===== config.mk =====
export PLATFORM = sky130hd
export DESIGN_NAME = bank_sp_priv
export DESIGN_NICKNAME = d
export VERILOG_FILES = /design/src/rtl/bsp_pkg.sv /design/src/rtl/bsp_mode_ctl.sv /design/src/rtl/bsp_sp_bank.sv /design/src/rtl/bsp_pc_view.sv /design/src/rtl/bank_sp_priv.sv
export SDC_FILE = /design/constraint.sdc
export NUM_CORES = 1
export LEC_CHECK = 0
export BUFFER_PORTS_ARGS = -buffer_cell sky130_fd_sc_hd__buf_2
export CAP_MARGIN = 10
export CORE_MARGIN = 5
export CORE_UTILIZATION = 35
export CTS_BUF_LIST = sky130_fd_sc_hd__clkbuf_4 sky130_fd_sc_hd__clkbuf_8
export DETAILED_ROUTE_END_ITERATION = 7
export PLACE_DENSITY_LB_ADDON = 0.05
export SLEW_MARGIN = 20
export SYNTH_ARGS = -nofsm -noshare
export SYNTH_HDL_FRONTEND = slang
export SYNTH_HIERARCHICAL = 1
export SYNTH_SLANG_ARGS = --single-unit
export TNS_END_PERCENT = 10

===== constraint.sdc =====
create_clock -name clk -period 2.45 [get_ports clk]
set_input_delay 0.245 -clock clk [delete_from_list [all_inputs] [get_ports clk]]
set_output_delay 0.245 -clock clk [all_outputs]
set_load 0.01 [all_outputs]

===== src/rtl/bsp_pkg.sv =====
package bsp_pkg;

    localparam int ADDR_W_DEF = 32;

    typedef enum logic {
        MODE_THREAD  = 1'b0,
        MODE_HANDLER = 1'b1
    } mode_e;

    // bit 1: task stack requested, bit 0: thread drops privilege
    typedef struct packed {
        logic task_sp;
        logic unpriv;
    } cfg_t;

    typedef struct packed {
        mode_e mode;
        logic  task_sp;
    } ret_t;

    function automatic ret_t decode_ret(input logic [1:0] code);
        ret_t r;
        r.mode    = code[0] ? MODE_THREAD : MODE_HANDLER;
        r.task_sp = code[1];
        return r;
    endfunction

    function automatic logic priv_of(input mode_e m, input cfg_t c);
        return (m == MODE_HANDLER) || !c.unpriv;
    endfunction

endpackage


===== src/rtl/bsp_mode_ctl.sv =====
module bsp_mode_ctl
    import bsp_pkg::*;
(
    input  logic       clk,
    input  logic       rst,
    input  logic       exc_enter_i,
    input  logic       exc_return_i,
    input  logic [1:0] exc_ret_code_i,
    input  logic       cfg_we_i,
    input  logic [1:0] cfg_wdata_i,
    output mode_e      mode_o,
    output cfg_t       cfg_o,
    output logic       priv_o,
    output logic       task_active_o
);

    mode_e mode_q, mode_n;
    cfg_t  cfg_q, cfg_n;
    ret_t  ret_dec;

    assign ret_dec = decode_ret(exc_ret_code_i);

    always_comb begin
        mode_n = mode_q;
        cfg_n  = cfg_q;
        if (cfg_we_i && priv_of(mode_q, cfg_q)) begin
            cfg_n = cfg_t'(cfg_wdata_i);
        end
        if (exc_enter_i) begin
            mode_n = MODE_HANDLER;
        end else if (exc_return_i) begin
            mode_n        = ret_dec.mode;
            cfg_n.task_sp = ret_dec.task_sp;
        end
    end

    always_ff @(posedge clk) begin
        if (rst) begin
            mode_q <= MODE_THREAD;
            cfg_q  <= '0;
        end else begin
            mode_q <= mode_n;
            cfg_q  <= cfg_n;
        end
    end

    assign mode_o        = mode_q;
    assign cfg_o         = cfg_q;
    assign priv_o        = priv_of(mode_q, cfg_q);
    assign task_active_o = (mode_q == MODE_THREAD) && cfg_q.task_sp;

    // entry always lands in handler mode
    p_enter_handler_r7: assert property (@(posedge clk) disable iff (rst)
        exc_enter_i |=> (mode_q == MODE_HANDLER));

    // return without entry follows code bit 0
    p_return_mode_r8: assert property (@(posedge clk) disable iff (rst)
        (exc_return_i && !exc_enter_i) |=>
            (mode_q == ($past(exc_ret_code_i[0]) ? MODE_THREAD : MODE_HANDLER)));

    // unprivileged thread cannot touch the configuration
    p_unpriv_locked_r6: assert property (@(posedge clk) disable iff (rst)
        (mode_q == MODE_THREAD && cfg_q.unpriv && !exc_enter_i && !exc_return_i)
            |=> (cfg_q == $past(cfg_q)));

endmodule


===== src/rtl/bsp_sp_bank.sv =====
module bsp_sp_bank #(
    parameter int AW = 32
) (
    input  logic          clk,
    input  logic          rst,
    input  logic [AW-1:0] boot_word_i,
    input  logic          task_active_i,
    input  logic          sp_we_i,
    input  logic [AW-1:0] sp_wdata_i,
    output logic [AW-1:0] sp_o
);

    localparam logic [AW-1:0] ALIGN_MASK = ~{{(AW-2){1'b0}}, 2'b11};

    logic          boot_pend_q;
    logic [AW-1:0] kern_q;
    logic [AW-1:0] task_q;
    logic [AW-1:0] wr_aligned;
    logic [AW-1:0] boot_aligned;

    assign wr_aligned   = sp_wdata_i & ALIGN_MASK;
    assign boot_aligned = boot_word_i & ALIGN_MASK;

    always_ff @(posedge clk) begin
        if (rst) begin
            boot_pend_q <= 1'b1;
            kern_q      <= '0;
            task_q      <= '0;
        end else begin
            boot_pend_q <= 1'b0;
            if (boot_pend_q) begin
                kern_q <= boot_aligned;
            end else if (sp_we_i && !task_active_i) begin
                kern_q <= wr_aligned;
            end
            if (sp_we_i && task_active_i && !boot_pend_q) begin
                task_q <= wr_aligned;
            end
        end
    end

    assign sp_o = task_active_i ? task_q : kern_q;

    // boot word captured on the first edge after reset
    p_boot_load_r2: assert property (@(posedge clk) disable iff (rst)
        boot_pend_q |=> (kern_q == ($past(boot_word_i) & ALIGN_MASK)));

    // a write to the task stack leaves the kernel stack alone
    p_kern_kept_r4: assert property (@(posedge clk) disable iff (rst)
        (sp_we_i && task_active_i && !boot_pend_q) |=> (kern_q == $past(kern_q)));

endmodule


===== src/rtl/bsp_pc_view.sv =====
module bsp_pc_view #(
    parameter int AW = 32
) (
    input  logic [AW-1:0] pc_i,
    input  logic          br_valid_i,
    input  logic [AW-1:0] br_target_i,
    output logic [AW-1:0] pc_rd_o,
    output logic [AW-1:0] br_dest_o,
    output logic          br_fault_o
);

    localparam logic [AW-1:0] PC_AHEAD = {{(AW-3){1'b0}}, 3'b100};
    localparam logic [AW-1:0] LSB_CLR  = ~{{(AW-1){1'b0}}, 1'b1};

    assign pc_rd_o    = pc_i + PC_AHEAD;
    assign br_dest_o  = br_target_i & LSB_CLR;
    assign br_fault_o = br_valid_i && !br_target_i[0];

endmodule


===== src/rtl/bank_sp_priv.sv =====
module bank_sp_priv
    import bsp_pkg::*;
#(
    parameter int ADDR_W = ADDR_W_DEF
) (
    input  logic              clk,
    input  logic              rst,
    input  logic [ADDR_W-1:0] boot_sp_i,
    input  logic              exc_enter_i,
    input  logic              exc_return_i,
    input  logic [1:0]        exc_ret_code_i,
    input  logic              cfg_we_i,
    input  logic [1:0]        cfg_wdata_i,
    input  logic              sp_we_i,
    input  logic [ADDR_W-1:0] sp_wdata_i,
    input  logic [ADDR_W-1:0] pc_i,
    input  logic              br_valid_i,
    input  logic [ADDR_W-1:0] br_target_i,
    output logic [ADDR_W-1:0] sp_o,
    output logic              sp_sel_o,
    output logic              handler_o,
    output logic              priv_o,
    output logic [1:0]        cfg_o,
    output logic [ADDR_W-1:0] pc_rd_o,
    output logic [ADDR_W-1:0] br_dest_o,
    output logic              br_fault_o
);

    mode_e mode;
    cfg_t  cfg;
    logic  task_active;

    bsp_mode_ctl u_mode (
        .clk            (clk),
        .rst            (rst),
        .exc_enter_i    (exc_enter_i),
        .exc_return_i   (exc_return_i),
        .exc_ret_code_i (exc_ret_code_i),
        .cfg_we_i       (cfg_we_i),
        .cfg_wdata_i    (cfg_wdata_i),
        .mode_o         (mode),
        .cfg_o          (cfg),
        .priv_o         (priv_o),
        .task_active_o  (task_active)
    );

    bsp_sp_bank #(.AW(ADDR_W)) u_bank (
        .clk           (clk),
        .rst           (rst),
        .boot_word_i   (boot_sp_i),
        .task_active_i (task_active),
        .sp_we_i       (sp_we_i),
        .sp_wdata_i    (sp_wdata_i),
        .sp_o          (sp_o)
    );

    bsp_pc_view #(.AW(ADDR_W)) u_pc (
        .pc_i        (pc_i),
        .br_valid_i  (br_valid_i),
        .br_target_i (br_target_i),
        .pc_rd_o     (pc_rd_o),
        .br_dest_o   (br_dest_o),
        .br_fault_o  (br_fault_o)
    );

    assign sp_sel_o  = task_active;
    assign handler_o = (mode == MODE_HANDLER);
    assign cfg_o     = cfg;

endmodule


After elaboration in Yosys (flattened, before gate mapping)
Cells that the tools add are included.
{ "totals": {"ff_bits": 64, "inputBits": 139, "elab_cells": 31} }
{ "classes": {"n_addsub": 1, "n_mux": 10, "bitwise": 1, "n_reduce_logical": 13} }
{ "ops": {"columns": ["cell", "count"], "rows": [
  ["$mux W32", 3],
  ["$add A32 B3 Y32 const B", 1],
  ["$logic_and A1 B1 Y1", 6],
  ["$mux W1", 6],
  ["$logic_not A1 Y1", 4],
  ["$reduce_bool A2 Y1", 2],
  ["$mux W2", 1],
  ["$logic_or A1 B1 Y1", 1],
  ["$not A1 Y1", 1]
]} }

Depth between registers and ports, before layout
Gate-level depths: netlist (run 1).
{ "depth": {"word_depth": 6, "mapped_depth": 6} }

Cells and area by module
The synthesis (run 1) kept the hierarchy.
{ "modules_own_cells": {"columns": ["mod", "instances", "cells_per_inst", "area_per_inst_um2", "seq_area_each_um2"], "rows": [
  ["bsp_sp_bank", 1, 370, 2930.3, 1221.2],
  ["bsp_pc_view", 1, 117, 830.8, 0.0],
  ["bsp_mode_ctl", 1, 17, 155.1, 60.1]
]} }

Least setup slack after synthesis (run 1)
OpenSTA, ideal clock, no wires.
{ "synth_path": {"path_kind": "input-to-output", "from": "input port pc_i[2]", "to": "output port pc_rd_o[28]", "arrival_ns": 1.346, "slack_ns": 0.859, "path_stages": 5, "path_buffers": 0, "cell_sequence": "ha_1 nand3_1 nor4_4 nand4_1 xnor2_1"} }
{ "synth_between": {"elab_chain_cells": 1} }
{ "synth_rtl": {"columns": ["element", "line", "rtl"], "rows": [
  ["from (decl)", "bank_sp_priv.sv:16", "input logic [ADDR_W-1:0] pc_i,"],
  ["$add A32 B3 Y32", "bsp_pc_view.sv:15", "assign pc_rd_o = pc_i + PC_AHEAD;"],
  ["to (decl)", "bank_sp_priv.sv:24", "output logic [ADDR_W-1:0] pc_rd_o,"]
]} }
Every way passes these cells.

Worst setup path in the final report (run 1)
{ "layout_path": {"from": "register u_mode.mode_q, in the netlist u_mode/mode_o", "to": "output port sp_o[24]"} }
{ "layout_between": {"elab_chain_cells": 3} }
{ "layout_rtl": {"columns": ["element", "line", "rtl"], "rows": [
  ["from (decl)", "bsp_mode_ctl.sv:17", "mode_e mode_q, mode_n;"],
  ["from (signal assigned)", "bsp_mode_ctl.sv:42", "mode_q <= mode_n;"],
  ["$not A1 Y1", "bsp_mode_ctl.sv:50", "assign task_active_o = (mode_q == MODE_THREAD) && cfg_q.task_sp;"],
  ["$logic_and A1 B1 Y1", "bsp_mode_ctl.sv:50", null],
  ["$mux W32", "bsp_sp_bank.sv:42", "assign sp_o = task_active_i ? task_q : kern_q;"],
  ["to (decl)", "bank_sp_priv.sv:19", "output logic [ADDR_W-1:0] sp_o,"]
]} }
Every way passes these cells.

==> flow_metrics.py, run 1 <==
metrics = {
    "status": {
        "status": "finished clean",
    },
    "synthesis": {
        "netlist_top_cells_area": "dfxtp_1 33%, nand2_1 9.8%, mux2_2 8.6%",
        "synth_edf_count": 0,
        "ys.flop_type": "dfxtp_1",
        "ys.warnings.count": 6,
        "synth_area_um2": 3920,
        "ys_ff_latch": 64,
        "yosysTopAreaCell": "dfxtp_1",
        "netlist_instances": 504,
        "synth_seq_area_share_pct": 32.7,
        "yosysMostFrequentCell": "nand2_1",
        "syn_avg_cell_area_um2": 7.77,
        "yosys.area.top_type_share_pct": 32.7,
        "synth_async_sr_flop_share_pct": 0,
        "netlist_top_cells_count": "102 x nand2_1, 64 x dfxtp_1, 61 x a21oi_1",
        "synthDistinctLibCells": 37,
    },
    "final_layout": {
        "layout-drive-gt1-share_pct": 37.5,
        "diodes": 0,
        "areaGrowthSynthToFinish_pct": 22.9,
        "finalNonFillerCells": 770,
        "multi_input_area_um2": 2080,
        "fill_cells": 1125,
        "regArea_um2": 1280,
        "nNetsFinal": 765,
    },
    "global_routing": {
        "gr-total-overflow": 0,
        "grt_pass1_vias": 3628,
        "top_usage_layer": "met2",
        "grt_use_met1_pct": 19.1,
        "grt_max_degree": 70,
        "grt_pass1_wl_um": 17400,
        "antenna_found_initial": 0,
        "use_met3_pct": 4.75,
        "track_usage_pct": 16.1,
        "grtUsageMet2_pct": 27.9,
    },
    "run": {
        "maxCapViolCount": 0,
    },
    "route": {
        "antenna_left": 0,
        "wl_per_cell_um": 14.6,
        "vias": 3801,
        "vias_per_cell": 4.94,
        "drc": 0,
        "drt_iter0_markers": 170,
        "drt_first_pass_iters": 4,
        "routed_wl_um": 11200,
    },
    "die": {
        "die_y_um": 116,
        "num_io_pins": 241,
        "core_region_area_um2": 10900,
        "fp-row-count": 38,
        "die_area_um2": 13400,
        "start_util_pct": 36.0,
        "die-width_um": 116,
    },
    "clock_network": {
        "cts_root_buf": "clkbuf_8",
        "holdBufCountCts": 0,
        "cts_resized": 0,
        "cts_sinks": 64,
        "cts_setup_buffers": 0,
        "clockBufferDepth": 2,
        "clk_latency_ps": 340,
        "tritoncts": "built",
        "htree_levels": 3,
        "path_clk_slew_ps": 70,
        "cts_buffers": 9,
    },
    "placed_design": {
        "place_inst": 754,
        "dp_worst_setup_slack_ps": 471,
        "finalWeightedCongestion": 0.784,
        "port_buffers": 167,
        "place_hpwl_um": 8390,
    },
    "worst_setup_path": {
        "cp-start-kind": "flip-flop",
        "cp.required_ps": 2200,
        "critPathCaptureType": "output pin",
        "crit_path_start": "u_mode/mode_o",
        "arrival_ps": 1900,
        "rr_startpoint": "u_mode/mode_o",
        "critPathMaxFanout": 13,
        "worstSetupPathType": "flip-flop to output pin",
    },
    "sta": {
        "fmax_mhz": 465,
        "tightestPinTransition_ps": 587,
        "finalHoldViolCount": 0,
        "fin_crit_ps": 2150,
        "min_period_over_period_pct": 87.7,
        "finClkSkew_ps": 13.1,
        "relSlewSlack_pct": 60.9,
        "report.final.slew_viol_count": 0,
        "final.setup.worst_slack_ps": 300,
        "setup_tns_ps": 0,
        "rsz0062_at_grt": "false",
        "setup_viol": 0,
    },
    "power_and_ir_drop": {
        "power_density_nw_per_um2": 538,
        "irDropWorstVdd_mv": 0.305,
        "leakage_uw": 0.00227,
    },
    "worst_hold_path": {
        "hold_start": "exc_enter_i",
        "hold_path_class": "input port to flip-flop",
    },
}
## critical path: stages (launching register included)
cell	delay, ps
dfxtp_1	350
and2b_2	450
buf_4	270
mux2_2	350
buf_2	140
## registers in the layout (all words and copies together), names as in the netlist
register,count
u_bank/kern_q,30
u_mode/mode_o,1
u_bank/task_q,30
u_bank/boot_pend_q,1
u_mode/cfg_o,2
## kinds of logic (layout without fill, tap and decap cells)
| logic type | count (synthesis) | count (layout) | synth area share [%] |
|---|---|---|---|
| muxes | 30 | 30 | 8.63 |
| DFF | 64 | 64 | 32.7 |
| other | 2 | 3 | 0.192 |
| and+or+nand+nor | 182 | 182 | 21.2 |
| adders and majority gates | 1 | 1 | 0.319 |
| buffers and inverters | 102 | 227 | 14.3 |
| AOI/OAI and AO/OA | 95 | 95 | 16.4 |
| xor gates and xnor gates | 28 | 28 | 6.26 |
## report_power, final
part	internal [uW]	switching [uW]
clock network	493	420
logic	259	289
registers	1090	32.2
total	1850	742
## placed cells by master (no fill, tap or decap), types with 2 or more instances in the layout
cell,instances
buf_2,167
nand2_1,102
dfxtp_1,63
a21oi_1,61
nor2_1,39
inv_1,33
mux2_2,30
o311a_1,30
xnor2_1,21
nand3_1,11
clkbuf_8,9
nand4_1,9
buf_4,8
xor2_1,7
buf_12,3
conb_1,3
nor3_1,3
clkinv_2,2
clkbuf_4,2
nor4_4,2
and3_1,2
or2_2,2
## per-stage QoR
stage               power, uW  instance area, um^2  util, %  hold slack, ps
floorplan                1520                 3920        -             273
finish                   2590                 4810     44.2             138
CTS                      2640                 4810     44.2             120
detailed placement       1710                 4620     42.4             444
global route             2740                 4810     44.2             132
global placement         1700                 4620     42.4             441
## routing by layer
| layer | wire length (um) | vias up |
|---|---|---|
| met5 | 0 | - |
| li1 | - | 1900 |
| met4 | 178 | 0 |
| met1 | 4570 | 1745 |
| met2 | 5540 | 140 |
| met3 | 965 | 16 |
## worst paths after layout
kind                       endpoint  slack (ps)  cells past startpoint
setup / recovery           sp_o[24]         300                      4
hold reg to reg   u_bank/task_q[27]         450                      2
hold / removal        u_mode/mode_o         140                      3
setup reg to reg  u_bank/kern_q[28]         600                      5
## final cells by class
class                   count  area share (%)
clock buffers              11            2.89
clock inverters             5            1.17
inverters                  33            2.57
multi-input cells         339            43.2
flip-flops and latches     64            26.6
well taps                 140            3.64
repair buffers            178            19.9
(Power assumes the default switching activity.)
==> inputs of run 2 (changes only) <==
==> constraint.sdc (replaced) <==
create_clock -name clk -period 2.4 [get_ports clk]
set_input_delay 0.24 -clock clk [delete_from_list [all_inputs] [get_ports clk]]
set_output_delay 0.24 -clock clk [all_outputs]
set_load 0.01 [all_outputs]
==> flow_metrics.py, run 2 (synthesized netlist as in run 1, its figures left out) <==
metrics = {
    "status": {
        "status": "finished clean",
    },
    "worst_hold_path": {
        "hold_start": "exc_enter_i",
        "hold_path_class": "input port to flip-flop",
    },
    "die": {
        "fp-row-count": 38,
        "start_util_pct": 36.0,
        "die_area_um2": 13400,
        "core_region_area_um2": 10900,
        "die-width_um": 116,
        "die_y_um": 116,
        "num_io_pins": 241,
    },
    "worst_setup_path": {
        "cp.required_ps": 2160,
        "worstSetupPathType": "flip-flop to output pin",
        "arrival_ps": 1910,
        "max_stage_delay_ps": 460,
        "critPathMaxFanout": 13,
        "crit_path_start": "u_mode/mode_o",
        "critPathCaptureType": "output pin",
        "rr_startpoint": "u_mode/mode_o",
        "cp-start-kind": "flip-flop",
        "path_cells": "and2b_2 > buf_4 > mux2_2 > buf_2",
        "crit_path_top_delay_cell": "and2b_2",
    },
    "power_and_ir_drop": {
        "leakage_uw": 0.00226,
        "p_int_uw": 1820,
        "comb_power_share_pct": 22.0,
        "switchingPower_uw": 734,
        "p_sw_share_pct": 28.8,
        "power_density_nw_per_um2": 532,
        "p_seq_share_pct": 45.1,
        "clkPwrFrac_pct": 32.9,
        "irDropWorstVdd_mv": 0.291,
        "power_uw": 2550,
    },
    "final_layout": {
        "layout_common_cells": "167 x buf_2, 102 x nand2_1, 63 x dfxtp_1",
        "layout-drive-gt1-share_pct": 37.4,
        "areaGrowthSynthToFinish_pct": 22.4,
        "nNetsFinal": 765,
        "final_common_cell": "buf_2",
        "finalNonFillerCells": 769,
        "fill_cells": 1175,
        "diodes": 0,
    },
    "clock_network": {
        "tritoncts": "built",
        "htree_levels": 3,
        "clockBufferDepth": 2,
        "cts_buffers": 9,
        "path_clk_slew_ps": 70,
        "cts_sinks": 64,
        "holdBufCountCts": 0,
        "cts_setup_buffers": 0,
        "clk_latency_ps": 330,
        "cts_resized": 0,
        "cts_root_buf": "clkbuf_8",
    },
    "sta": {
        "report.final.slew_viol_count": 0,
        "tightestPinTransition_ps": 594,
        "finalHoldViolCount": 0,
        "rsz0062_at_grt": "false",
        "fin_crit_ps": 2150,
        "min_period_over_period_pct": 89.8,
        "setup_viol": 0,
        "finClkSkew_ps": 12.8,
        "setup_tns_ps": 0,
        "fmax_mhz": 464,
        "relSlewSlack_pct": 60.4,
    },
    "global_routing": {
        "grt_pass1_wl_um": 17700,
        "gr-total-overflow": 0,
        "antenna_found_initial": 0,
        "track_usage_pct": 16.5,
        "grt_max_degree": 70,
        "grt_pass1_vias": 3619,
    },
    "placed_design": {
        "finalWeightedCongestion": 0.785,
        "place_hpwl_um": 8400,
        "port_buffers": 167,
        "place_inst": 754,
    },
    "route": {
        "drt_first_pass_iters": 4,
        "vias_per_cell": 4.88,
        "antenna_left": 0,
        "drt_iter0_markers": 145,
        "vias": 3749,
        "wl_per_cell_um": 14.7,
        "drc": 0,
        "routed_wl_um": 11300,
    },
    "run": {
        "maxCapViolCount": 0,
    },
}
==> run 2: cell count changes in the layout (fill, tap and decap cells not counted) <==
cell	previous run	this run
inv_6	1	0
clkbuf_8	9	11
clkbuf_4	2	1
bufinv_16	1	0
==> run 2: stage by stage <==
stage          hold slack (ps)  utilization [%]  worst slack (ps)  area [um^2]
6_report                   143             44.0               245         4790
5_1_grt                    132             44.0               161         4790
4_1_cts                    118             44.0               204         4790
3_5_place_dp               443             42.4               426         4620
3_3_place_gp               441             42.4               412         4620
2_1_floorplan              268                -               819         3920
==> run 2: cell type report <==
cell class / count / area [um^2] / area share [%]
flip-flops and latches: 64 / 1280 / 26.7
multi-input cells: 339 / 2080 / 43.4
well taps: 140 / 175 / 3.65
clock buffers: 12 / 159 / 3.31
inverters: 33 / 124 / 2.58
clock inverters: 3 / 17.5 / 0.365
repair buffers: 178 / 956 / 19.9
==> run 2: path summary, 6_finish.rpt <==
path | depth (start not counted) | endpoint | slack, ps
max | 4 | sp_o[10] | 250
min | 3 | u_mode/mode_o | 140
max reg2reg | 5 | u_bank/kern_q[20] | 540
min reg2reg | 2 | u_bank/task_q[27] | 450
==> run 2: per-layer routing <==
layer	GRT usage [%]	share of wire (%)	wire length [um]
met1	20.3	42	4770
met4	5.03	1.6	181
met3	4.18	7.6	863
met2	28.2	49	5470
met5	0	0	0
==> run 2: power by group through the flow <==
stage	clock (uW)	combinational, uW	sequential [uW]
3_5_place_dp	0	568	1170
6_report	839	561	1150
3_3_place_gp	0	563	1170
2_1_floorplan	0	387	1160
4_1_cts	884	571	1150
5_1_grt	933	624	1160
==> run 2: worst max-delay path: cells and delay by family, from the launching register on <==
| family | cells | cell delay (ps) |
|---|---|---|
| simple gates | 1 | 460 |
| flops | 1 | 340 |
| mux | 1 | 360 |
| buf+inv | 2 | 410 |
==> inputs of run 3 (changes only) <==
--- a/config.mk
+++ b/config.mk
@@ -5,12 +5,12 @@
 export SDC_FILE = /design/constraint.sdc
 export NUM_CORES = 1
 export LEC_CHECK = 0
-export BUFFER_PORTS_ARGS = -buffer_cell sky130_fd_sc_hd__buf_2
 export CAP_MARGIN = 10
 export CORE_MARGIN = 5
 export CORE_UTILIZATION = 35
 export CTS_BUF_LIST = sky130_fd_sc_hd__clkbuf_4 sky130_fd_sc_hd__clkbuf_8
 export DETAILED_ROUTE_END_ITERATION = 7
+export DONT_BUFFER_PORTS = 1
 export PLACE_DENSITY_LB_ADDON = 0.05
 export SLEW_MARGIN = 20
 export SYNTH_ARGS = -nofsm -noshare
==> flow_metrics.py, run 3 (synthesized netlist as in run 1, its figures left out) <==
metrics = {
    "global_routing": {
        "grt_pass1_vias": 3214,
        "track_usage_pct": 15.8,
        "grt_pass1_wl_um": 16700,
        "gr-total-overflow": 0,
        "antenna_found_initial": 0,
        "grt_max_degree": 67,
    },
    "die": {
        "fp-row-count": 38,
        "core_region_area_um2": 10900,
        "num_io_pins": 241,
        "die_area_um2": 13400,
        "start_util_pct": 36.0,
        "die_y_um": 116,
        "die-width_um": 116,
    },
    "worst_hold_path": {
        "hold_end": "u_bank/task_q[10]",
        "min_path_cells": 2,
        "hold_path_class": "input port to flip-flop",
        "hold_start": "sp_wdata_i[10]",
    },
    "power_and_ir_drop": {
        "power_density_nw_per_um2": 600,
        "p_seq_share_pct": 48.5,
        "irDropWorstVdd_mv": 0.231,
        "clkPwrFrac_pct": 35.5,
        "p_sw_share_pct": 27.7,
        "switchingPower_uw": 654,
        "p_int_uw": 1710,
        "leakage_uw": 0.00156,
        "comb_power_share_pct": 16.0,
    },
    "final_layout": {
        "areaGrowthSynthToFinish_pct": 0.511,
        "fill_cells": 1169,
        "final_common_cell": "nand2_1",
        "nNetsFinal": 598,
        "layout-drive-gt1-share_pct": 14.5,
        "layout_common_cells": "102 x nand2_1, 63 x dfxtp_1, 61 x a21oi_1",
        "diodes": 0,
    },
    "sta": {
        "relSlewSlack_pct": 55.4,
        "report.final.slew_viol_count": 0,
        "finClkSkew_ps": 6.30,
        "rsz0062_at_grt": "false",
        "fin_hold_ws_ps": 29.6,
        "setup_viol": 0,
        "setup_tns_ps": 0,
        "fin_crit_ps": 2240,
        "finalHoldViolCount": 0,
        "min_period_over_period_pct": 93.3,
        "fmax_mhz": 447,
        "tightestPinTransition_ps": 668,
    },
    "worst_setup_path": {
        "critPathMaxFanout": 24,
        "cp.required_ps": 2160,
        "timing.rr.end": "u_bank/task_q[2]",
        "ff2ff_path_depth": 5,
        "rr_startpoint": "u_mode/mode_o",
        "worstSetupPathType": "flip-flop to output pin",
        "arrival_ps": 2000,
        "cp-start-kind": "flip-flop",
        "critPathCaptureType": "output pin",
        "rrSetupSlack_ps": 610,
    },
    "route": {
        "drt_first_pass_iters": 4,
        "drc": 0,
        "routed_wl_um": 10800,
        "drt_iter0_markers": 103,
        "antenna_left": 0,
        "vias": 3174,
        "wl_per_cell_um": 18.0,
        "vias_per_cell": 5.27,
    },
    "clock_network": {
        "cts_sinks": 64,
        "cts_root_buf": "clkbuf_8",
        "htree_levels": 3,
        "cts_buffers": 9,
        "path_clk_slew_ps": 70,
        "cts_resized": 0,
        "clockBufferDepth": 2,
        "cts_setup_buffers": 0,
        "clk_latency_ps": 340,
        "holdBufCountCts": 2,
        "tritoncts": "built",
    },
    "placed_design": {
        "port_buffers": 0,
        "finalWeightedCongestion": 0.735,
        "place_hpwl_um": 7500,
    },
    "run": {
        "maxCapViolCount": 0,
    },
    "status": {
        "status": "finished clean",
    },
}
run 3: layout make-up:
type                       count  area (um^2)  share of cell area (%)
clock buffer                  12          159                    4.04
clock inverter                 3         17.5                   0.445
inverter                      33          124                    3.15
multi-input combinational    339         2080                    52.9
sequential                    64         1280                    32.6
tap                          140          175                    4.45
timing repair buffer          11         97.6                    2.48
run 3: layer usage:
metal	vias up	wire, um	GRT usage, %
met5	-	0	0
met4	0	190	5.65
met3	15	916	5.69
met2	118	5410	27.5
met1	1473	4320	17.8
li1	1568	-	-
run 3: critical path, stage by stage (launching register included):
cell and delay (ps):
dfxtp_1 380, and2b_2 250, buf_4 180, buf_4 390
mux2_2 430
run 3: power groups by stage:
| stage | Combinational [uW] | Clock (uW) | Sequential (uW) |
|---|---|---|---|
| after floorplan | 387 | 0 | 1160 |
| after global placement | 364 | 0 | 1170 |
| after detailed placement | 370 | 0 | 1170 |
| after CTS | 387 | 888 | 1150 |
| after global routing | 419 | 935 | 1150 |
| final | 377 | 838 | 1150 |
run 3: worst max-delay path by stage:
stage	startpoint	to	slack (ps)	cells past startpoint
finish	u_mode/mode_o	sp_o[13]	160	4
floorplan	pc_i[2]	pc_rd_o[28]	820	5
detailed placement	u_mode/mode_o	sp_o[21]	490	4
CTS	u_mode/mode_o	sp_o[21]	100	4
global placement	u_mode/mode_o	sp_o[21]	490	4
global route	u_mode/mode_o	sp_o[13]	40	4
run 3: through the flow:
| stage | cell area [um^2] | utilization (%) | std cells | setup slack [ps] | total power (uW) |
|---|---|---|---|---|---|
| 2_1_floorplan | 3920 | - | 505 | 819 | 1550 |
| 3_3_place_gp | 3730 | 34.3 | 585 | 492 | 1530 |
| 3_5_place_dp | 3730 | 34.3 | 585 | 488 | 1540 |
| 4_1_cts | 3940 | 36.2 | 602 | 96.0 | 2420 |
| 5_1_grt | 3940 | 36.2 | 602 | 44.6 | 2510 |
| 6_report | 3940 | 36.2 | 602 | 160 | 2360 |
